$ cat config.mk
export PLATFORM = sky130hd
export DESIGN_NAME = arrow_sign_seq
export DESIGN_NICKNAME = d
export VERILOG_FILES = /design/src/rtl/arrow_sign_pkg.sv /design/src/rtl/arrow_step_pacer.sv /design/src/rtl/arrow_phase_reg.sv /design/src/rtl/arrow_lamp_decode.sv /design/src/rtl/arrow_sign_seq.sv
export SDC_FILE = /design/constraint.sdc
export NUM_CORES = 1
export LEC_CHECK = 0
export BUFFER_PORTS_ARGS = -buffer_cell sky130_fd_sc_hd__buf_2
export CORE_AREA = 8 8 45 47
export DETAILED_ROUTE_END_ITERATION = 16
export DIE_AREA = 0 0 53 55
export SKIP_CTS_REPAIR_TIMING = 1
export SYNTH_ARGS = -nofsm -noshare
export SYNTH_HDL_FRONTEND = slang
export SYNTH_SLANG_ARGS = --single-unit
$ cat constraint.sdc
create_clock -name clk -period 1.3 [get_ports clk]
set_input_delay 0.13 -clock clk [delete_from_list [all_inputs] [get_ports clk]]
set_output_delay 0.13 -clock clk [all_outputs]
set_load 0.1 [all_outputs]
$ cat src/rtl/arrow_sign_pkg.sv
package arrow_sign_pkg;

  typedef enum logic [1:0] {
    PH_DARK = 2'b00,
    PH_PAIR = 2'b01,
    PH_QUAD = 2'b10,
    PH_FULL = 2'b11
  } phase_t;

  typedef struct packed {
    logic g12;
    logic g34;
    logic g5;
  } lamp_t;

  function automatic phase_t phase_advance(input phase_t p);
    case (p)
      PH_DARK: phase_advance = PH_PAIR;
      PH_PAIR: phase_advance = PH_QUAD;
      PH_QUAD: phase_advance = PH_FULL;
      default: phase_advance = PH_DARK;
    endcase
  endfunction

  function automatic lamp_t lamps_of(input phase_t p);
    lamp_t l;
    case (p)
      PH_PAIR: l = '{g12: 1'b1, g34: 1'b0, g5: 1'b0};
      PH_QUAD: l = '{g12: 1'b1, g34: 1'b1, g5: 1'b0};
      PH_FULL: l = '{g12: 1'b1, g34: 1'b1, g5: 1'b1};
      default: l = '{g12: 1'b0, g34: 1'b0, g5: 1'b0};
    endcase
    return l;
  endfunction

endpackage

$ cat src/rtl/arrow_step_pacer.sv
module arrow_step_pacer #(
  parameter int STEP_CLKS = 1
) (
  input  logic clk,
  input  logic rst,
  input  logic run_sw,
  output logic step_tick
);
  localparam int CNT_W = (STEP_CLKS > 1) ? $clog2(STEP_CLKS) : 1;
  localparam logic [CNT_W-1:0] LAST = CNT_W'(STEP_CLKS - 1);

  logic [CNT_W-1:0] cnt;
  logic             at_last;

  assign at_last   = (cnt == LAST);
  assign step_tick = run_sw && at_last;

  always_ff @(posedge clk) begin
    if (rst || !run_sw) begin
      cnt <= '0;
    end else if (at_last) begin
      cnt <= '0;
    end else begin
      cnt <= cnt + 1'b1;
    end
  end

  AST_TICK_NEEDS_SWITCH: assert property (@(posedge clk) disable iff (rst)
    step_tick |-> run_sw);
  AST_PACER_IN_RANGE: assert property (@(posedge clk) disable iff (rst)
    cnt <= LAST);
  AST_PACER_CLEARED: assert property (@(posedge clk) disable iff (rst)
    !run_sw |=> cnt == '0);

endmodule

$ cat src/rtl/arrow_phase_reg.sv
module arrow_phase_reg
  import arrow_sign_pkg::*;
(
  input  logic   clk,
  input  logic   rst,
  input  logic   run_sw,
  input  logic   step_tick,
  output phase_t phase
);

  always_ff @(posedge clk) begin
    if (rst || !run_sw) begin
      phase <= PH_DARK;
    end else if (step_tick) begin
      phase <= phase_advance(phase);
    end
  end

  AST_OFF_GOES_DARK: assert property (@(posedge clk) disable iff (rst)
    !run_sw |=> phase == PH_DARK);
  AST_FULL_WRAPS: assert property (@(posedge clk) disable iff (rst)
    (run_sw && step_tick && phase == PH_FULL) |=> phase == PH_DARK);
  AST_HOLD_NO_TICK: assert property (@(posedge clk) disable iff (rst)
    (run_sw && !step_tick) |=> $stable(phase));

endmodule

$ cat src/rtl/arrow_lamp_decode.sv
module arrow_lamp_decode
  import arrow_sign_pkg::*;
(
  input  phase_t phase,
  output logic   g12,
  output logic   g34,
  output logic   g5
);
  lamp_t lamps;

  always_comb begin
    lamps = lamps_of(phase);
    g12   = lamps.g12;
    g34   = lamps.g34;
    g5    = lamps.g5;
  end

endmodule

$ cat src/rtl/arrow_sign_seq.sv
module arrow_sign_seq
  import arrow_sign_pkg::*;
#(
  parameter int STEP_CLKS = 1
) (
  input  logic clk,
  input  logic rst,
  input  logic run_sw,
  output logic lamp_12,
  output logic lamp_34,
  output logic lamp_5
);
  logic   step_tick;
  phase_t phase;

  arrow_step_pacer #(.STEP_CLKS(STEP_CLKS)) u_pacer (
    .clk       (clk),
    .rst       (rst),
    .run_sw    (run_sw),
    .step_tick (step_tick)
  );

  arrow_phase_reg u_phase (
    .clk       (clk),
    .rst       (rst),
    .run_sw    (run_sw),
    .step_tick (step_tick),
    .phase     (phase)
  );

  arrow_lamp_decode u_decode (
    .phase (phase),
    .g12   (lamp_12),
    .g34   (lamp_34),
    .g5    (lamp_5)
  );

  AST_RESET_DARK: assert property (@(posedge clk)
    rst |=> (!lamp_12 && !lamp_34 && !lamp_5));
  AST_PAIR34_NEEDS_12: assert property (@(posedge clk) disable iff (rst)
    lamp_34 |-> lamp_12);
  AST_LAMP5_NEEDS_34: assert property (@(posedge clk) disable iff (rst)
    lamp_5 |-> lamp_34);
  AST_DARK_ONLY_IN_00: assert property (@(posedge clk) disable iff (rst)
    lamp_12 == (phase != PH_DARK));

endmodule

======== Word level (Yosys, flattened, before mapping) ========
Cells that the tools add are included.
Widths: inputs -> output; s select.
storage, ports and cells
  latch bits .............................. 0
  register bits ........................... 3
  output and inout bits ................... 3
  bits of input ports ..................... 3
  memory bits (writable) .................. 0
  memory bits (read-only) ................. 0
  memories ................................ 0
cells by class
  equal/unequal tests ..................... 3
  divide/modulo/power cells ............... 0
  reduce and logical (&&, ||, !) cells .... 5
  add/sub/neg operators ................... 1
  mux-type cells .......................... 2
  shift operators ......................... 0
  $lt $le $gt $ge ......................... 0
  multipliers ............................. 0
  bitwise operators ....................... 1
operator list
  kind                 number
  $pmux 3 s3           1
  $pmux 2 s3           1
  $eq 2x2->1 const B   2
  $eq 2x1->1 const B   1
  $logic_not 2->1      1
  $reduce_or 2->1      1
  $add 1x1->1 const B  1
  $logic_and 1x1->1    1
  $logic_not 1->1      1
  $logic_or 1x1->1     1
  $not 1->1            1

======== Depth between registers and ports, before layout ========
Gate-level depths: netlist of the first run.
  depth in word-level cells ............... 3
  depth in mapped cells ................... 4
  gate-level depth less buffers ........... 4

======== Modules after synthesis ========
A second synthesis of the first run with hierarchy kept.
unflattened totals
  cell total of the unflattened synthesis .. 19
  area total of the unflattened synthesis .. 188.9 um^2
by module, submodules not included
  module             area each (um^2)  cells an instance  instances  seq. area each (um^2)
  arrow_phase_reg    133.9             13                 1          40.0
  arrow_step_pacer   37.5              3                  1          20.0
  arrow_lamp_decode  17.5              3                  1          0.0

======== Least setup slack after synthesis of the first run ========
Ideal clock, no wire load.
  path kind ............................... reg-to-output
  start ................................... register u_phase.phase[0]
  end ..................................... output port lamp_34
  data arrival time ....................... 1901 ps
  path buffers ............................ 0
  stages on the path, launching flop included .. 4
  data required time ...................... 1170 ps
  slack ................................... -731 ps
  cell sequence ........................... dfxtp_1 inv_1 ha_1 nor2_1
on the way
  cells in the longest elaborated chain, start to end .. 2
  elaborated cells between the ends (all ways) .. 4
  those cells by class .................... 3 x eq/ne; 1 x mux
ends and longest elaborated chain
  what                                             line                   RTL
  start, declared                                  arrow_phase_reg.sv:8   output phase_t phase
  start signal, assigned                           arrow_phase_reg.sv:15  phase <= phase_advance(phase);
  $eq 2x2->1 / $eq 2x1->1 (equally long branches)  arrow_sign_pkg.sv:27   case (p)
  $pmux 3 s3 (*)                                   arrow_sign_pkg.sv:27
  end, declared                                    arrow_sign_seq.sv:10   output logic lamp_34,
Mark *: on every way between the ends. The rest lies on a longest branch, timed or not.

======== Final worst setup path of the first run ========
  start ................................... register u_phase.phase[1]
  end ..................................... output port lamp_34
Same word-level chain as after synthesis.

==> results of run 1 <==
## metal layers
metal,track usage,vias to the layer above,routed length (µm)
li1,-,84,-
met2,0.0254,5,135
met5,0,-,0
met1,0.0243,62,155
met3,0.0321,0,34
met4,0.0259,0,0
## final cells by class
class | count | area [µm²]
fillers | 148 | 1030
multi-input cells | 15 | 154
repair buffers | 5 | 70.1
flip-flops and latches | 3 | 67.6
clock buffers | 4 | 26.3
well taps | 16 | 20.0
inverters | 3 | 17.5
## critical path, cell delays in order, from the launching register on
cell and delay (ps):
dfxtp_4 370, inv_2 60, ha_4 170, nor2_4 120, buf_12 180
## final timing paths
path,start,endpoint,depth (start not counted)
worst max-delay path,u_phase.phase[1],lamp_34,4
worst min register to register,u_pacer.cnt,u_phase.phase[0],2
worst max register to register,u_phase.phase[1],u_phase.phase[0],4
worst min-delay path,run_sw,u_phase.phase[1],3
## cell families (layout without fill, tap and decap cells)
group / after synthesis / after routing
flip-flops: 3 / 3
AO/OA/AOI/OAI: 2 / 2
other: 1 / 1
buffers and inverters: 3 / 12
multiplexers: 1 / 1
AND/OR/NAND/NOR: 6 / 6
adder cells (fa/ha/maj): 5 / 5
## flip-flops by register name, summed over array words and instances (netlist names)
name	cells
u_pacer.cnt	1
u_phase.phase	2
## layout by cell type (no fill, tap or decap)
cell type	netlist	final
ha_4	0	2
nand2b_1	1	1
inv_4	0	1
conb_1	1	1
inv_2	0	1
a21oi_1	1	1
dfxtp_1	3	1
clkbuf_1	0	1
clkinvlp_4	0	1
nand2_1	1	1
mux2i_1	1	1
o21ai_1	1	1
ha_1	5	2
clkbuf_4	0	3
nor2_4	0	2
nor2_1	4	2
buf_2	0	2
buf_12	0	3
ha_2	0	1
dfxtp_4	0	2
## Yosys cell counts (all sizes together)
master  count
ha          5
nor2        4
dfxtp       3
inv         3
a21oi       1
conb        1
mux2i       1
nand2       1
nand2b      1
o21ai       1
## power breakdown
part           switching, mW  total (mW)  internal [mW]
logic                 0.0298      0.0510         0.0212
registers            0.00476      0.0985         0.0938
clock network         0.0446       0.159          0.115
total                 0.0792       0.309          0.230
## stage by stage
step | setup WS (ps) | util
after floorplan | -24.3 | -
after global placement | 116 | 0.205
after detailed placement | 105 | 0.205
after CTS | -145 | 0.224
after global routing | -1.97 | 0.257
final | 44.2 | 0.257
==> results.json, run 1 <==
{
  "ir_drop_uv": 349,
  "synthCells": 21,
  "rsz0062_at_grt": "yes",
  "grt_start_max_net_pins": 6,
  "outcome": "finished clean",
  "cts_buffers": 3,
  "dieWidth_um": 53,
  "dr.pass1.iters": 1,
  "vias_per_cell": 3.28,
  "muxShareOfSynthArea": 0.0548,
  "grt_overflow": 0,
  "h-tree-depth": 1,
  "dr.first_iter.drc_count": 0,
  "antenna_cells": 0,
  "place_congestion": 0.561,
  "totalWireLength_um": 325,
  "power.density_mw_per_mm2": 869,
  "yosysTopAreaCellShare": 0.342,
  "synth_compound_area_frac": 0.0548,
  "vias": 151,
  "instances_no_fill": 46,
  "port_buffers": 5,
  "synth_fa_ha_area_frac": 0.342,
  "leakagePower_nw": 0.140,
  "finalHoldViolations": 0,
  "critPathCaptureType": "primary output",
  "clockRootBuffer": "clkbuf_4",
  "syn_area_um2": 183,
  "cts_tree": "done",
  "die-area_mm2": 0.00292,
  "finalPower_mw": 0.309,
  "syn_nets": 29,
  "hold_ws_ps": 155,
  "synth_xor_xnor_area_share": 0,
  "cts_max_path_buffers": 2,
  "ys_ff_latch": 3,
  "critPathMaxFanout": 5,
  "setup_viol": 0,
  "fin_setup_tns_ps": 0,
  "yosys_warnings": 0,
  "r2r_setup_slack_ps": 370,
  "synth_simple_gate_area_share": 0.137,
  "die_height_um": 55,
  "antenna_found_initial": 0,
  "seq_area_frac_synth": 0.329,
  "synth.largest_area_cell": "ha_1",
  "ys_types": 10,
  "drtAntennaViolNets": 0,
  "clock_latency_ps": 230,
  "grt_usage": 0.0257,
  "grt_pass1_vias": 128,
  "drc": 0,
  "final_cell_area_um2": 355,
  "hold_path_class": "primary input to flop",
  "final.min_clock_period_ps": 1260,
  "nNetsFinal": 39,
  "syn_to_final_growth_pct": 94.5,
  "clkTransAtPathRegs_ps": 40,
  "wire_per_inst_um": 7.07,
  "syn_avg_cell_area_um2": 8.70,
  "arrival_ps": 1130,
  "grt_first_pass_wirelength_um": 469,
  "path_class": "flop to primary output",
  "fmax_mhz": 796,
  "fin_crit_sh": 0.966,
  "clock_skew_ps": 3.28,
  "drive_above_1_share": 0.600,
  "report.final.slew_viol_count": 0,
  "numClockSinks": 3,
  "synth_area_leaders": "ha_1 34%, dfxtp_1 33%, nor2_1 8.2%, inv_1 6.2%, mux2i_1 5.5%",
  "post-place-cells": 42,
  "initial_utilization": 0.132,
  "cp-start-kind": "flop",
  "placed_cell_area_um2": 284,
  "rows": 14,
  "io_pins": 6,
  "coreArea_mm2": 0.00138,
  "synth_top_family_by_area": "adder cells",
  "cp.required_ps": 1170,
  "maxCapViolCount": 0
}
Power figures use the tool's default switching activity.
==> run 2, diff against run 1 <==
PLACE_DENSITY = 0.37   (was not set)
==> run 2 against run 1 <==
First-iteration DRC count up 2; die area unchanged; final cell count up 2.2%; via count up 1.3%.
==> results.json, run 2 (same netlist as run 1, synthesis figures left out) <==
{
  "outcome": "finished clean",
  "largest_reg_flops": 2,
  "p_sw_mw": 0.0796,
  "antenna_found_initial": 0,
  "grt_overflow": 0,
  "place_congestion": 0.627,
  "cp-start-kind": "flop",
  "numClockSinks": 3,
  "die_height_um": 55,
  "final_cell_area_um2": 363,
  "initial_utilization": 0.132,
  "power.density_mw_per_mm2": 858,
  "fin_crit_sh": 0.967,
  "clock_skew_ps": 2.69,
  "antenna_cells": 0,
  "drive_above_1_share": 0.613,
  "dr.first_iter.drc_count": 2,
  "ir_drop_uv": 614,
  "rsz0062_at_grt": "yes",
  "final.min_clock_period_ps": 1260,
  "cts_buffers": 3,
  "combPwrFrac": 0.171,
  "clockRootBuffer": "clkbuf_4",
  "fin_setup_tns_ps": 0,
  "dieWidth_um": 53,
  "finish.utilization": 0.262,
  "nNetsFinal": 40,
  "totalWireLength_um": 351,
  "post-place-cells": 42,
  "vias": 153,
  "maxCapViolCount": 0,
  "hpwl_um": 261,
  "instances_no_fill": 47,
  "dr.pass1.iters": 2,
  "arrival_ps": 1130,
  "finalPower_mw": 0.311,
  "wire_per_inst_um": 7.47,
  "report.final.slew_viol_count": 0,
  "regMostFlops": "u_phase.phase",
  "rows": 14,
  "drtAntennaViolNets": 0,
  "setup_viol": 0,
  "grt_pass1_vias": 136,
  "vias_per_cell": 3.26,
  "io_pins": 6,
  "coreArea_mm2": 0.00138,
  "leakagePower_nw": 0.145,
  "critPathCaptureType": "primary output",
  "grt_usage": 0.0284,
  "final_cell_mix": "3 x clkbuf_4, 3 x buf_12",
  "path_class": "flop to primary output",
  "syn_to_final_growth_pct": 98.6,
  "p_int_mw": 0.232,
  "h-tree-depth": 1,
  "clock_latency_ps": 230,
  "swShare": 0.256,
  "cts_tree": "done",
  "cts_max_path_buffers": 2,
  "critPathMaxFanout": 5,
  "pwr-share-clk": 0.512,
  "cp.required_ps": 1170,
  "hold_path_class": "primary input to flop",
  "fmax_mhz": 795,
  "die-area_mm2": 0.00292,
  "fillers": 149,
  "clkTransAtPathRegs_ps": 30,
  "finalHoldViolations": 0,
  "port_buffers": 5,
  "reg_top3": "u_phase.phase: 2 flops, u_pacer.cnt: 1 flops",
  "grt_first_pass_wirelength_um": 524,
  "placed_cell_area_um2": 284,
  "grt_start_max_net_pins": 6,
  "drc": 0,
  "seqPwrFrac": 0.317
}
run 2: power groups by stage:
| stage | sequential (mW) | combinational (mW) | clock (mW) |
|---|---|---|---|
| 2_1_floorplan | 0.101 | 0.0308 | 0 |
| 3_3_place_gp | 0.101 | 0.0450 | 0 |
| 3_5_place_dp | 0.101 | 0.0454 | 0 |
| 4_1_cts | 0.100 | 0.0456 | 0.169 |
| 5_1_grt | 0.0996 | 0.0564 | 0.176 |
| 6_report | 0.0986 | 0.0532 | 0.159 |
run 2: worst paths after layout:
check,startpoint,endpoint,slack (ps),depth (start not counted)
setup / recovery,u_phase.phase[1],lamp_34,40,4
hold reg to reg,u_pacer.cnt,u_phase.phase[0],500,2
hold / removal,run_sw,u_phase.phase[1],160,3
setup reg to reg,u_phase.phase[0],u_phase.phase[0],260,5
run 2: per-stage QoR:
| stage | hold WS, ps | setup WS [ps] |
|---|---|---|
| floorplan | 284 | -24.3 |
| global route | 176 | -6.27 |
| CTS | 168 | -156 |
| global placement | 394 | 114 |
| finish | 164 | 42.6 |
| detailed placement | 411 | 108 |
run 2: layout make-up:
| type | count | area [µm²] | area share |
|---|---|---|---|
| clock buffers | 4 | 26.3 | 0.0724 |
| inverters | 3 | 17.5 | 0.0483 |
| multi-input cells | 15 | 154 | 0.424 |
| flip-flops and latches | 3 | 67.6 | 0.186 |
| well taps | 16 | 20.0 | 0.0552 |
| repair buffers | 6 | 77.6 | 0.214 |
run 2: worst max-delay path: stages, from the launching register on:
cell and delay [ps]:
dfxtp_4 380, inv_2 60, ha_4 170, nor2_4 120
buf_12 180
run 2: per-layer routing:
metal,GRT usage,vias up,wire length [µm]
met2,0.0293,6,147
met3,0.0428,0,66
met1,0.0228,63,137
met5,0,-,0
li1,-,84,-
met4,0.0259,0,0
